## config.mk

```make
export PLATFORM = sky130hd
export DESIGN_NAME = alu8_core
export DESIGN_NICKNAME = d
export VERILOG_FILES = /design/src/rtl/alu8_pkg.sv /design/src/rtl/alu8_addsub.sv /design/src/rtl/alu8_logic.sv /design/src/rtl/alu8_rotate.sv /design/src/rtl/alu8_core.sv
export SDC_FILE = /design/constraint.sdc
export NUM_CORES = 1
export LEC_CHECK = 0
export BUFFER_PORTS_ARGS = -buffer_cell sky130_fd_sc_hd__buf_4
export CAP_MARGIN = 40
export CORE_ASPECT_RATIO = 0.75
export CORE_MARGIN = 1
export CORE_UTILIZATION = 45
export CTS_BUF_LIST = sky130_fd_sc_hd__clkbuf_8
export DETAILED_ROUTE_END_ITERATION = 8
export PLACE_DENSITY = 0.67
export SYNTH_ARGS = -nofsm -noshare
export SYNTH_HDL_FRONTEND = slang
export SYNTH_SLANG_ARGS = --single-unit
```

## constraint.sdc

```tcl
create_clock -name clk -period 1.35 [get_ports clk]
set_input_delay 0.0675 -clock clk [delete_from_list [all_inputs] [get_ports clk]]
set_output_delay 0.0675 -clock clk [all_outputs]
set_load 0.01 [all_outputs]
```

## src/rtl/alu8_pkg.sv

```systemverilog
package alu8_pkg;

  typedef enum logic [3:0] {
    OP_ADD = 4'd0,  OP_ADC = 4'd1,  OP_SUB = 4'd2,  OP_SBB = 4'd3,
    OP_AND = 4'd4,  OP_XOR = 4'd5,  OP_OR  = 4'd6,  OP_CMP = 4'd7,
    OP_RLC = 4'd8,  OP_RRC = 4'd9,  OP_RAL = 4'd10, OP_RAR = 4'd11,
    OP_STC = 4'd12, OP_CMC = 4'd13, OP_CMA = 4'd14, OP_NOP = 4'd15
  } alu_op_e;

  typedef struct packed {
    logic cy;
    logic z;
    logic s;
    logic p;
    logic ac;
  } alu_flags_t;

  // logic unit function select
  typedef enum logic [1:0] {
    LG_AND = 2'd0, LG_XOR = 2'd1, LG_OR = 2'd2, LG_NOT = 2'd3
  } lg_sel_e;

endpackage

```

## src/rtl/alu8_addsub.sv

```systemverilog
module alu8_addsub #(
  parameter int unsigned DW = 8
) (
  input  logic [DW-1:0] a_i,
  input  logic [DW-1:0] b_i,
  input  logic          sub_i,
  input  logic          cin_i,   // carry-in for add, borrow-in for subtract
  output logic [DW-1:0] res_o,
  output logic          cy_o,    // carry out (add) or borrow out (subtract)
  output logic          hc_o     // nibble carry (add) or nibble borrow (subtract)
);
  localparam int unsigned NW = DW / 2;
  localparam int unsigned HW = DW - NW;

  logic [DW-1:0] b_eff;
  logic          c_in;
  logic [NW:0]   lo_sum;
  logic [HW:0]   hi_sum;

  // subtract as A + ~B + ~borrow
  always_comb begin
    b_eff  = sub_i ? ~b_i : b_i;
    c_in   = sub_i ? ~cin_i : cin_i;
    lo_sum = {1'b0, a_i[NW-1:0]} + {1'b0, b_eff[NW-1:0]} + {{NW{1'b0}}, c_in};
    hi_sum = {1'b0, a_i[DW-1:NW]} + {1'b0, b_eff[DW-1:NW]} + {{HW{1'b0}}, lo_sum[NW]};
    res_o  = {hi_sum[HW-1:0], lo_sum[NW-1:0]};
    cy_o   = sub_i ? ~hi_sum[HW] : hi_sum[HW];
    hc_o   = sub_i ? ~lo_sum[NW] : lo_sum[NW];
  end
endmodule

```

## src/rtl/alu8_logic.sv

```systemverilog
module alu8_logic
  import alu8_pkg::*;
#(
  parameter int unsigned DW = 8
) (
  input  logic [DW-1:0] a_i,
  input  logic [DW-1:0] b_i,
  input  lg_sel_e       sel_i,
  output logic [DW-1:0] res_o
);
  always_comb begin
    case (sel_i)
      LG_AND:  res_o = a_i & b_i;
      LG_XOR:  res_o = a_i ^ b_i;
      LG_OR:   res_o = a_i | b_i;
      default: res_o = ~a_i;
    endcase
  end
endmodule

```

## src/rtl/alu8_rotate.sv

```systemverilog
module alu8_rotate #(
  parameter int unsigned DW = 8
) (
  input  logic [DW-1:0] a_i,
  input  logic          right_i,   // 1: toward bit 0
  input  logic          thru_i,    // 1: through carry, 0: end bit wraps
  input  logic          cin_i,
  output logic [DW-1:0] res_o,
  output logic          cy_o
);
  logic [DW-1:0] rl, rr;
  logic          fill_l, fill_r;

  assign fill_l = thru_i ? cin_i : a_i[DW-1];
  assign fill_r = thru_i ? cin_i : a_i[0];
  assign rl[0]      = fill_l;
  assign rr[DW-1]   = fill_r;

  for (genvar i = 1; i < DW; i++) begin : g_shift
    assign rl[i]   = a_i[i-1];
    assign rr[i-1] = a_i[i];
  end

  assign res_o = right_i ? rr : rl;
  assign cy_o  = right_i ? a_i[0] : a_i[DW-1];
endmodule

```

## src/rtl/alu8_core.sv

```systemverilog
module alu8_core
  import alu8_pkg::*;
#(
  parameter int unsigned DW = 8
) (
  input  logic          clk,
  input  logic          rst_n,
  input  logic          exec_en,
  input  logic [3:0]    op_i,
  input  logic [DW-1:0] acc_i,
  input  logic [DW-1:0] opnd_i,
  input  logic          cy_i,
  input  logic          z_i,
  input  logic          s_i,
  input  logic          p_i,
  input  logic          ac_i,
  output logic [DW-1:0] acc_o,
  output logic          acc_we_o,
  output logic          cy_o,
  output logic          z_o,
  output logic          s_o,
  output logic          p_o,
  output logic          ac_o
);
  alu_op_e    op;
  alu_flags_t f_in, f_nxt, f_q;
  logic [DW-1:0] as_res, lg_res, rot_res, acc_nxt, zsp_src, acc_q;
  logic as_sub, as_cin, as_cy, as_hc, rot_cy, we_nxt, zsp_upd, we_q;
  lg_sel_e lg_sel;

  assign op   = alu_op_e'(op_i);
  assign f_in = '{cy: cy_i, z: z_i, s: s_i, p: p_i, ac: ac_i};

  assign as_sub = (op == OP_SUB) || (op == OP_SBB) || (op == OP_CMP);
  assign as_cin = ((op == OP_ADC) || (op == OP_SBB)) ? cy_i : 1'b0;
  assign lg_sel = (op == OP_CMA) ? LG_NOT : lg_sel_e'(op_i[1:0]);

  alu8_addsub #(.DW(DW)) u_as (
    .a_i(acc_i), .b_i(opnd_i), .sub_i(as_sub), .cin_i(as_cin),
    .res_o(as_res), .cy_o(as_cy), .hc_o(as_hc)
  );

  alu8_logic #(.DW(DW)) u_lg (
    .a_i(acc_i), .b_i(opnd_i), .sel_i(lg_sel), .res_o(lg_res)
  );

  alu8_rotate #(.DW(DW)) u_rot (
    .a_i(acc_i), .right_i(op_i[0]), .thru_i(op_i[1]), .cin_i(cy_i),
    .res_o(rot_res), .cy_o(rot_cy)
  );

  // next-state
  always_comb begin
    acc_nxt = acc_i;
    we_nxt  = 1'b0;
    f_nxt   = f_in;
    zsp_upd = 1'b0;
    zsp_src = acc_i;
    case (op)
      OP_ADD, OP_ADC, OP_SUB, OP_SBB: begin
        acc_nxt  = as_res;
        we_nxt   = 1'b1;
        f_nxt.cy = as_cy;
        f_nxt.ac = as_hc;
        zsp_upd  = 1'b1;
        zsp_src  = as_res;
      end
      OP_CMP: begin
        f_nxt.cy = as_cy;
        f_nxt.ac = as_hc;
        zsp_upd  = 1'b1;
        zsp_src  = as_res;
      end
      OP_AND, OP_XOR, OP_OR: begin
        acc_nxt  = lg_res;
        we_nxt   = 1'b1;
        f_nxt.cy = 1'b0;
        f_nxt.ac = (op == OP_AND);
        zsp_upd  = 1'b1;
        zsp_src  = lg_res;
      end
      OP_RLC, OP_RRC, OP_RAL, OP_RAR: begin
        acc_nxt  = rot_res;
        we_nxt   = 1'b1;
        f_nxt.cy = rot_cy;
      end
      OP_STC: f_nxt.cy = 1'b1;
      OP_CMC: f_nxt.cy = ~cy_i;
      OP_CMA: begin
        acc_nxt = lg_res;
        we_nxt  = 1'b1;
      end
      default: ;
    endcase
    if (zsp_upd) begin
      f_nxt.z = (zsp_src == '0);
      f_nxt.s = zsp_src[DW-1];
      f_nxt.p = ~^zsp_src;
    end
  end

  // registers
  always_ff @(posedge clk or negedge rst_n) begin
    if (!rst_n) begin
      acc_q <= '0;
      f_q   <= '0;
      we_q  <= 1'b0;
    end else begin
      we_q <= exec_en & we_nxt;
      if (exec_en) begin
        acc_q <= acc_nxt;
        f_q   <= f_nxt;
      end
    end
  end

  assign acc_o    = acc_q;
  assign acc_we_o = we_q;
  assign cy_o     = f_q.cy;
  assign z_o      = f_q.z;
  assign s_o      = f_q.s;
  assign p_o      = f_q.p;
  assign ac_o     = f_q.ac;
endmodule

```

==> results of run 1 <==
## routing by layer
metal,vias to the layer above,GRT usage [%],share of wire [%]
met5,-,0,0
met1,1123,33.9,45
li1,1152,-,-
met4,0,3.57,0.40
met2,59,47.1,50
met3,6,3.85,4.9
## state kept, by name, summed over array words and instances (netlist names)
| signal | count |
|---|---|
| cy_o | 1 |
| acc_o | 8 |
| p_o | 1 |
| ac_o | 1 |
| acc_we_o | 1 |
| z_o | 1 |
| s_o | 1 |
## critical path: cells and delay by family
family	cells	cell delay, ns
fa+ha+maj	5	1.85
compound gates	6	0.74
buf+inv	1	0.09
xor+xnor	3	0.43
simple gates	4	0.45
## power groups by stage
stage | sequential (mW) | clock, mW | combinational, mW
floorplan | 0.569 | 0 | 0.752
global placement | 0.536 | 0 | 1.32
detailed placement | 0.538 | 0 | 1.35
CTS | 0.531 | 0.416 | 1.43
global route | 0.541 | 0.436 | 1.68
finish | 0.532 | 0.411 | 1.53
## worst min path at each step
| stage | start | end | slack (ns) | cells past startpoint |
|---|---|---|---|---|
| global placement | rst_n | z_o | -0.08 | 1 |
| CTS | p_i | p_o | 0.09 | 3 |
| global route | p_i | p_o | 0.11 | 3 |
| floorplan | rst_n | ac_o | -0.23 | 0 |
| finish | p_i | p_o | 0.09 | 3 |
| detailed placement | rst_n | z_o | -0.08 | 1 |
## per-stage QoR
step,setup WS (ns),instance area (µm²),hold slack [ns]
6_report,-2.13,3190,0.0912
5_1_grt,-2.29,3190,0.111
4_1_cts,-2.14,3090,0.0934
3_5_place_dp,-2.44,2950,-0.0769
3_3_place_gp,-2.32,2950,-0.0769
2_1_floorplan,-2.33,2240,-0.228
## Yosys cell counts, types with 3 or more instances
cell type	count
ha_1	26
nand2_1	15
a211oi_1	6
o22ai_1	8
a21o_1	3
o21a_1	3
mux2i_1	18
o21ai_0	13
mux2_2	3
nand3_1	4
buf_2	6
dfrtp_1	14
xnor2_1	12
fa_1	4
nor2_1	23
xor2_1	4
a21oi_1	31
a31oi_1	5
inv_1	26
clkbuf_1	10
and2_1	6
## layout make-up
cell class	instances	area [µm²]	area share, %
inverter	26	97.6	3.06
timing repair buffer	113	888	27.9
tap	57	71.3	2.24
sequential	14	350	11.0
clock buffer	4	55.1	1.73
multi-input combinational	212	1730	54.1
## what timing repair did
action,in CTS,in global routing
setup buffers,5,4
gates resized for setup,10,21
pin swaps,19,20
hold buffers,1,0
endpoints found under the hold margin,14,0
gates cloned,0,0
endpoints found under the setup margin,13,14
## placed cells by master (no fill, tap or decap), types with 3 or more instances in the layout
cell type	synthesis	final
inv_1	26	24
a211oi_2	1	3
xor2_1	4	3
o21ai_0	13	11
a21oi_1	31	27
o22ai_1	8	7
nand3_1	4	3
and2_1	6	5
ha_1	26	24
buf_4	2	104
a21oi_2	1	4
nand2_2	0	3
a21o_1	3	3
nand2_1	15	12
a211oi_1	6	4
fa_2	0	4
xnor2_1	12	10
mux2i_1	18	17
dfrtp_1	14	14
clkbuf_8	0	4
buf_6	1	6
nor2_1	23	23
a31oi_1	5	5
o21a_1	3	3
## cells by family after synthesis
kind of cell / after synthesis / share of synthesized area (%)
compound gates: 85 / 25.7
buf+inv: 45 / 8.96
xor+xnor: 16 / 6.56
mux: 22 / 10.7
flops: 14 / 16.4
fa+ha+maj: 30 / 19.0
simple gates: 59 / 12.7
==> results.json, run 1 <==
{
  "crit_required_ns": 1.48,
  "dieArea_um2": 5030,
  "syn2layout_area_growth_pct": 49.3,
  "start_util_pct": 47.3,
  "p_seq_share_pct": 21.5,
  "synth_cell_type_count": 44,
  "detail_route.wirelength_mm": 6.49,
  "power_mw": 2.47,
  "max_stage_delay_ns": 0.45,
  "fillers": 358,
  "dr_total_vias": 2340,
  "worst-r2r-setup-slack_ns": 0.48,
  "combinationalPowerShare_pct": 61.9,
  "dp_hpwl_mm": 4.83,
  "grt_max_degree": 34,
  "drcViolationCount": 0,
  "finClkSkew_ns": 0,
  "hold_path.class": "in -> reg",
  "setup_ws_ns": -2.13,
  "rsz0062_at_grt": "true",
  "p_int_mw": 1.57,
  "switching_share_pct": 36.6,
  "finalNonFillerCells": 426,
  "tightest_slew_ns": 0.356,
  "grt_pass1_vias": 2181,
  "synth.ff_latch_count": 14,
  "reg2regPathDepth": 4,
  "grt_pass1_wl_mm": 9.88,
  "clk_pin_slew_ns": 0.06,
  "first_pass_iters": 4,
  "drtIter0Drc": 166,
  "p_sw_uw": 905,
  "root_buffer": "clkbuf_8",
  "r2r-end": "acc_o[7]",
  "gp_congestion": 0.920,
  "drive_gt1_share_pct": 40.9,
  "maxCapViolations": 0,
  "crit_chain": "buf_8 -> nand2b_4 -> nand3_4 -> xnor2_4 -> fa_2 -> fa_2 -> a21o_1 -> a21oi_4 -> fa_2 -> fa_2 -> and2_4 -> a211oi_2 -> a21oi_1 -> ha_2 -> xor2_2 -> xnor2_1 -> nand2_1 -> o21ai_1 -> a21oi_1",
  "cts.sinks": 14,
  "io_pins": 42,
  "grtUsageTotal_pct": 26.1,
  "seq_area_frac_synth_pct": 16.4,
  "cts_buffer_depth": 2,
  "htreeDepth": 1,
  "core_um2": 4520,
  "finalSetupViolations": 13,
  "diodes": 0,
  "port_buffers": 41,
  "cts_tree": "yes",
  "regToRegStartpoint": "acc_o[7]",
  "utilization_pct": 70.5,
  "synth_warnings": 0,
  "slew_viol_final": 0,
  "via_per_inst": 5.49,
  "relSlewSlack_pct": 75.6,
  "power.density_nw_per_um2": 776,
  "critPathMostFrequentCell": "fa_2",
  "path_class": "in -> reg",
  "clock.fmax_ghz": 0.287,
  "ir_worst_vdd_mv": 0.512,
  "cp_slowest_cell": "fa_2",
  "finalHoldViolations": 0,
  "avgSynthCellArea_um2": 7.88,
  "row_count": 21,
  "violations": "negative setup slack",
  "startpoint_type": "input port",
  "leakagePower_nw": 1.58,
  "netlist_instances": 271,
  "critPathCapture": "p_o",
  "dp.cells": 414,
  "dieWidth_um": 81.6,
  "synth_edf_count": 0,
  "finalNetCount": 428,
  "fin_crit_sh_pct": 258,
  "synth_top_flop_cell": "dfrtp_1",
  "endpoint_kind": "flip-flop",
  "clock_power_share_pct": 16.6,
  "startpoint": "op_i[0]",
  "status": "finished with violations",
  "critPathMaxFanout": 6,
  "fin_setup_tns_ns": -14.56,
  "antenna_found_initial": 0,
  "drtAntennaViolNets": 0,
  "yosys.area.top_type": "dfrtp_1",
  "wl_per_cell_um": 15.2,
  "critPathArrivalTime_ns": 3.61,
  "syn_nets": 329,
  "synth_top_area_share_pct": 16.4,
  "grt_overflow": 0,
  "clkLatencyLatePin_ns": 0.25,
  "period_minus_slack_ns": 3.48,
  "synth_area_leaders": "dfrtp_1, ha_1, mux2i_1",
  "numCtsBuffers": 3,
  "fp.dieH_um": 61.7,
  "synthArstFlopShare_pct": 100,
  "syn-cell-area_um2": 2140
}
No activity file was read; power rests on OpenSTA's default activity.
==> run 2: changes to the inputs <==
SETUP_SLACK_MARGIN = 0.4   (was unset)
==> results.json, run 2 (synthesized netlist as in run 1, its figures left out) <==
{
  "status": "finished with violations",
  "violations": "negative setup slack",
  "dp.cells": 404,
  "drtIter0Drc": 106,
  "most-common-layout-cells": "buf_4, a21oi_1, inv_1, ha_1, nor2_1",
  "worst-r2r-setup-slack_ns": 0.47,
  "drtAntennaViolNets": 0,
  "antenna_found_initial": 0,
  "endpoint_kind": "flip-flop",
  "drcViolationCount": 0,
  "final_area_um2": 3250,
  "power_mw": 2.51,
  "first_pass_iters": 4,
  "m1WireLength_mm": 2.74,
  "wl_met3_um": 379,
  "layout_commonest_cell": "buf_4",
  "fp.dieH_um": 61.7,
  "tightest_slew_ns": 0.423,
  "path_class": "in -> reg",
  "io_pins": 42,
  "grtUsageTotal_pct": 27.0,
  "clkLatencyLatePin_ns": 0.25,
  "period_minus_slack_ns": 3.49,
  "cts.sinks": 14,
  "fin_crit_sh_pct": 259,
  "wl_per_cell_um": 15.4,
  "htreeDepth": 1,
  "relSlewSlack_pct": 71.4,
  "cts_tree": "yes",
  "fillers": 359,
  "clock.fmax_ghz": 0.286,
  "port_buffers": 41,
  "whs_path_depth": 3,
  "row_count": 21,
  "reg2regPathDepth": 4,
  "dp_hpwl_mm": 4.70,
  "dr_total_vias": 2341,
  "finalNetCount": 422,
  "crit_required_ns": 1.47,
  "syn2layout_area_growth_pct": 52.0,
  "gp_congestion": 0.865,
  "dieWidth_um": 81.6,
  "largest_register_ffs": 8,
  "maxCapViolations": 0,
  "cts_buffer_depth": 2,
  "ir_worst_vdd_mv": 0.495,
  "critPathArrivalTime_ns": 3.61,
  "via_per_inst": 5.57,
  "leakagePower_nw": 1.60,
  "finalSetupViolations": 13,
  "start_util_pct": 47.3,
  "setup_ws_ns": -2.14,
  "startpoint_type": "input port",
  "hold_path.class": "in -> reg",
  "finalHoldViolations": 0,
  "drive_gt1_share_pct": 40.5,
  "finClkSkew_ns": 0,
  "critPathMaxFanout": 6,
  "detail_route.wirelength_mm": 6.45,
  "grt_pass1_wl_mm": 10.1,
  "slew_viol_final": 0,
  "power.density_nw_per_um2": 774,
  "grt_overflow": 0,
  "finalNonFillerCells": 420,
  "dieArea_um2": 5030,
  "met2_length_mm": 3.26,
  "numCtsBuffers": 3,
  "diodes": 0,
  "clk_pin_slew_ns": 0.06,
  "root_buffer": "clkbuf_8",
  "routed.top_layer": "met4",
  "grt_max_degree": 34,
  "hold_slack_ns": 0.113,
  "dpl-instance-area_um2": 2890,
  "rsz0062_at_grt": "true",
  "grt_pass1_vias": 2222,
  "core_um2": 4520
}
run 2: cell types whose count changed in the layout (fill, tap and decap cells not counted), moves of 2 or more:
cell | before | now
buf_12 | 0 | 5
nor2_1 | 23 | 21
buf_4 | 104 | 92
nor2_2 | 0 | 2
run 2: worst paths after layout:
kind                            startpoint        to
worst max-delay path               op_i[0]       p_o
worst min-delay path                   p_i       p_o
worst max register to register    acc_o[7]  acc_o[7]
worst min register to register    acc_o[1]  acc_o[1]
max in group asynchronous            rst_n  acc_o[0]
min in group asynchronous            rst_n  acc_o[5]
run 2: timing repair:
action                     4_1_cts  5_1_grt
resized for setup               28       13
hold endpoints to repair        14        0
gates cloned                     0        1
hold buffers                     1        0
setup endpoints to repair       14       14
setup buffers                    8        2
pin swaps                       19        8
run 2: metrics by stage:
stage	util, %	setup TNS [ns]	setup slack, ns
after floorplan	-	-16.20	-2.33
after global placement	64.0	-17.37	-2.32
after detailed placement	64.0	-17.71	-2.35
after CTS	69.7	-14.01	-2.07
after global routing	71.8	-15.78	-2.30
final	71.8	-14.27	-2.14
run 2: area by class of cell:
type,instances,area (µm²),share of cell area [%]
clock buffers,4,55.1,1.70
well taps,57,71.3,2.20
multi-input cells,212,1750,53.9
inverters,26,97.6,3.01
repair buffers,107,923,28.4
flip-flops and latches,14,350,10.8
run 2: routing by layer:
layer | vias up | track usage [%]
met3 | 10 | 4.59
met5 | - | 0
met2 | 76 | 49.8
met1 | 1120 | 32.9
li1 | 1135 | -
met4 | 0 | 6.63
run 2: critical path, stage by stage:
cell      delay, ns
buf_8          0.09
nand2b_4       0.13
nand3_4        0.08
xnor2_2        0.14
fa_2           0.38
fa_2           0.35
a21o_1         0.19
a21oi_4        0.17
fa_2           0.26
buf_6          0.10
nand3b_1       0.11
nand2_2        0.07
xor2_1         0.14
mux2_4         0.26
mux2i_1        0.17
ha_2           0.31
xor2_2         0.18
xnor2_1        0.18
nand2_1        0.08
o21ai_1        0.08
a21oi_1        0.07
run 2: power breakdown:
part	switching, mW	internal, mW
clock network	0.153	0.259
logic	0.725	0.843
registers	0.0421	0.491
total	0.920	1.59
==> run 3: changes to the inputs <==
CTS_BUF_LIST = unset   (was sky130_fd_sc_hd__clkbuf_8)
MAX_ROUTING_LAYER = met4   (was unset)
RECOVER_POWER = 50   (was unset)
==> results.json, run 3 (synthesized netlist as in run 1, its figures left out) <==
{
  "status": "finished with violations",
  "startpoint_type": "input port",
  "numCtsBuffers": 3,
  "fin_setup_tns_ns": -14.23,
  "root_buffer": "clkbuf_8",
  "clk_pin_slew_ns": 0.06,
  "dp.cells": 404,
  "rsz0062_at_grt": "true",
  "setup_ws_ns": -2.14,
  "cts_tree": "yes",
  "first_pass_iters": 4,
  "critPathMostFrequentCell": "fa_2",
  "dieArea_um2": 5030,
  "most-common-layout-cells": "buf_4, a21oi_1, inv_1, ha_1, nor2_1",
  "core_um2": 4520,
  "detail_route.wirelength_mm": 6.41,
  "hold_path.class": "in -> reg",
  "grt_pass1_vias": 2227,
  "grt_overflow": 0,
  "crit_chain": "buf_8 -> nand2b_4 -> nand3_4 -> xnor2_2 -> fa_2 -> fa_2 -> a21o_1 -> a21oi_4 -> fa_2 -> buf_6 -> nand3b_1 -> nand2_2 -> xor2_1 -> mux2_4 -> mux2i_1 -> ha_2 -> xor2_2 -> xnor2_1 -> nand2_1 -> o21ai_1 -> a21oi_1",
  "finalNetCount": 422,
  "finalNonFillerCells": 420,
  "drtIter0Drc": 95,
  "leakagePower_nw": 1.60,
  "maxCapViolations": 0,
  "largest_register_ffs": 8,
  "tightest_slew_ns": 0.743,
  "diodes": 0,
  "finalHoldViolations": 0,
  "fin_crit_sh_pct": 259,
  "row_count": 21,
  "cp_slowest_cell": "fa_2",
  "gp_congestion": 0.879,
  "period_minus_slack_ns": 3.49,
  "drive_gt1_share_pct": 40.2,
  "wl_per_cell_um": 15.3,
  "fp.dieH_um": 61.7,
  "max_stage_delay_ns": 0.38,
  "finClkSkew_ns": 0,
  "drtAntennaViolNets": 0,
  "dr_total_vias": 2336,
  "utilization_pct": 71.8,
  "cp_top_family": "adder cells",
  "slew_viol_final": 0,
  "power.density_nw_per_um2": 774,
  "grtUsageTotal_pct": 27.9,
  "start_util_pct": 47.3,
  "dieWidth_um": 81.6,
  "clock.fmax_ghz": 0.286,
  "critPathArrivalTime_ns": 3.61,
  "dp_hpwl_mm": 4.70,
  "cts.sinks": 14,
  "relSlewSlack_pct": 50.5,
  "endpoint_kind": "flip-flop",
  "clkLatencyLatePin_ns": 0.25,
  "port_buffers": 41,
  "violations": "negative setup slack",
  "hold_slack_ns": 0.117,
  "critPathMaxFanout": 6,
  "worst-path-buf-inv": 2,
  "via_per_inst": 5.56,
  "crit_required_ns": 1.47,
  "io_pins": 42,
  "htreeDepth": 1,
  "ir_worst_vdd_mv": 0.496,
  "syn2layout_area_growth_pct": 51.8,
  "path_class": "in -> reg",
  "grt_pass1_wl_mm": 10.1,
  "grt_max_degree": 34,
  "antenna_found_initial": 0,
  "drcViolationCount": 0,
  "layout_commonest_cell": "buf_4",
  "finalSetupViolations": 13,
  "cts_buffer_depth": 2
}
==> run 3: per-layer routing <==
metal | share of wire [%] | wire [µm] | global-route usage, % | up-vias
met2 | 50 | 3230 | 49.6 | 83
met5 | 0 | 0 | - | -
met1 | 42 | 2720 | 33.1 | 1107
met4 | 1.3 | 82 | 6.63 | 0
li1 | - | - | - | 1136
met3 | 5.8 | 369 | 4.59 | 10
==> run 3: final cells by class <==
| type | instances | area [µm²] |
|---|---|---|
| multi-input combinational | 212 | 1750 |
| sequential | 14 | 350 |
| inverter | 26 | 97.6 |
| timing repair buffer | 107 | 920 |
| clock buffer | 4 | 55.1 |
| fill | 361 | 1280 |
| tap | 57 | 71.3 |
==> run 3: path summary, 6_finish.rpt <==
path / startpoint / end / slack [ns] / depth (start not counted)
setup / recovery: op_i[0] / p_o / -2.14 / 21
hold / removal: p_i / p_o / 0.12 / 3
setup reg to reg: acc_o[7] / acc_o[7] / 0.48 / 4
hold reg to reg: acc_o[1] / acc_o[1] / 0.51 / 1
max in group asynchronous: rst_n / acc_o[0] / 0.49 / 2
min in group asynchronous: rst_n / acc_o[5] / 0.39 / 2
==> run 3: power by group <==
group          internal, mW  total, mW  leakage (nW)  switching (mW)
registers             0.491      0.533         0.165          0.0419
clock network         0.259      0.413        0.0288           0.155
logic                 0.841       1.56          1.40           0.722
total                  1.59       2.51          1.60           0.919
==> run 3: per-stage QoR <==
step | worst slack [ns] | cell area [µm²] | power (mW)
2_1_floorplan | -2.33 | 2240 | 1.32
3_3_place_gp | -2.32 | 2890 | 1.84
3_5_place_dp | -2.35 | 2890 | 1.87
4_1_cts | -2.07 | 3150 | 2.40
5_1_grt | -2.30 | 3240 | 2.69
6_report | -2.14 | 3240 | 2.51
==> run 3: what timing repair did <==
| action | in CTS | in global routing |
|---|---|---|
| endpoints found under the setup margin | 14 | 14 |
| hold buffers | 1 | 0 |
| cloned | 0 | 1 |
| hold endpoints to repair | 14 | 0 |
| setup buffers | 8 | 2 |
| gates resized for setup | 28 | 13 |
| pin swaps | 19 | 8 |
==> run 3: worst min-delay path, stage by stage <==
cell     delay, ns
buf_4         0.09
o21ai_1       0.05
a21oi_1       0.12
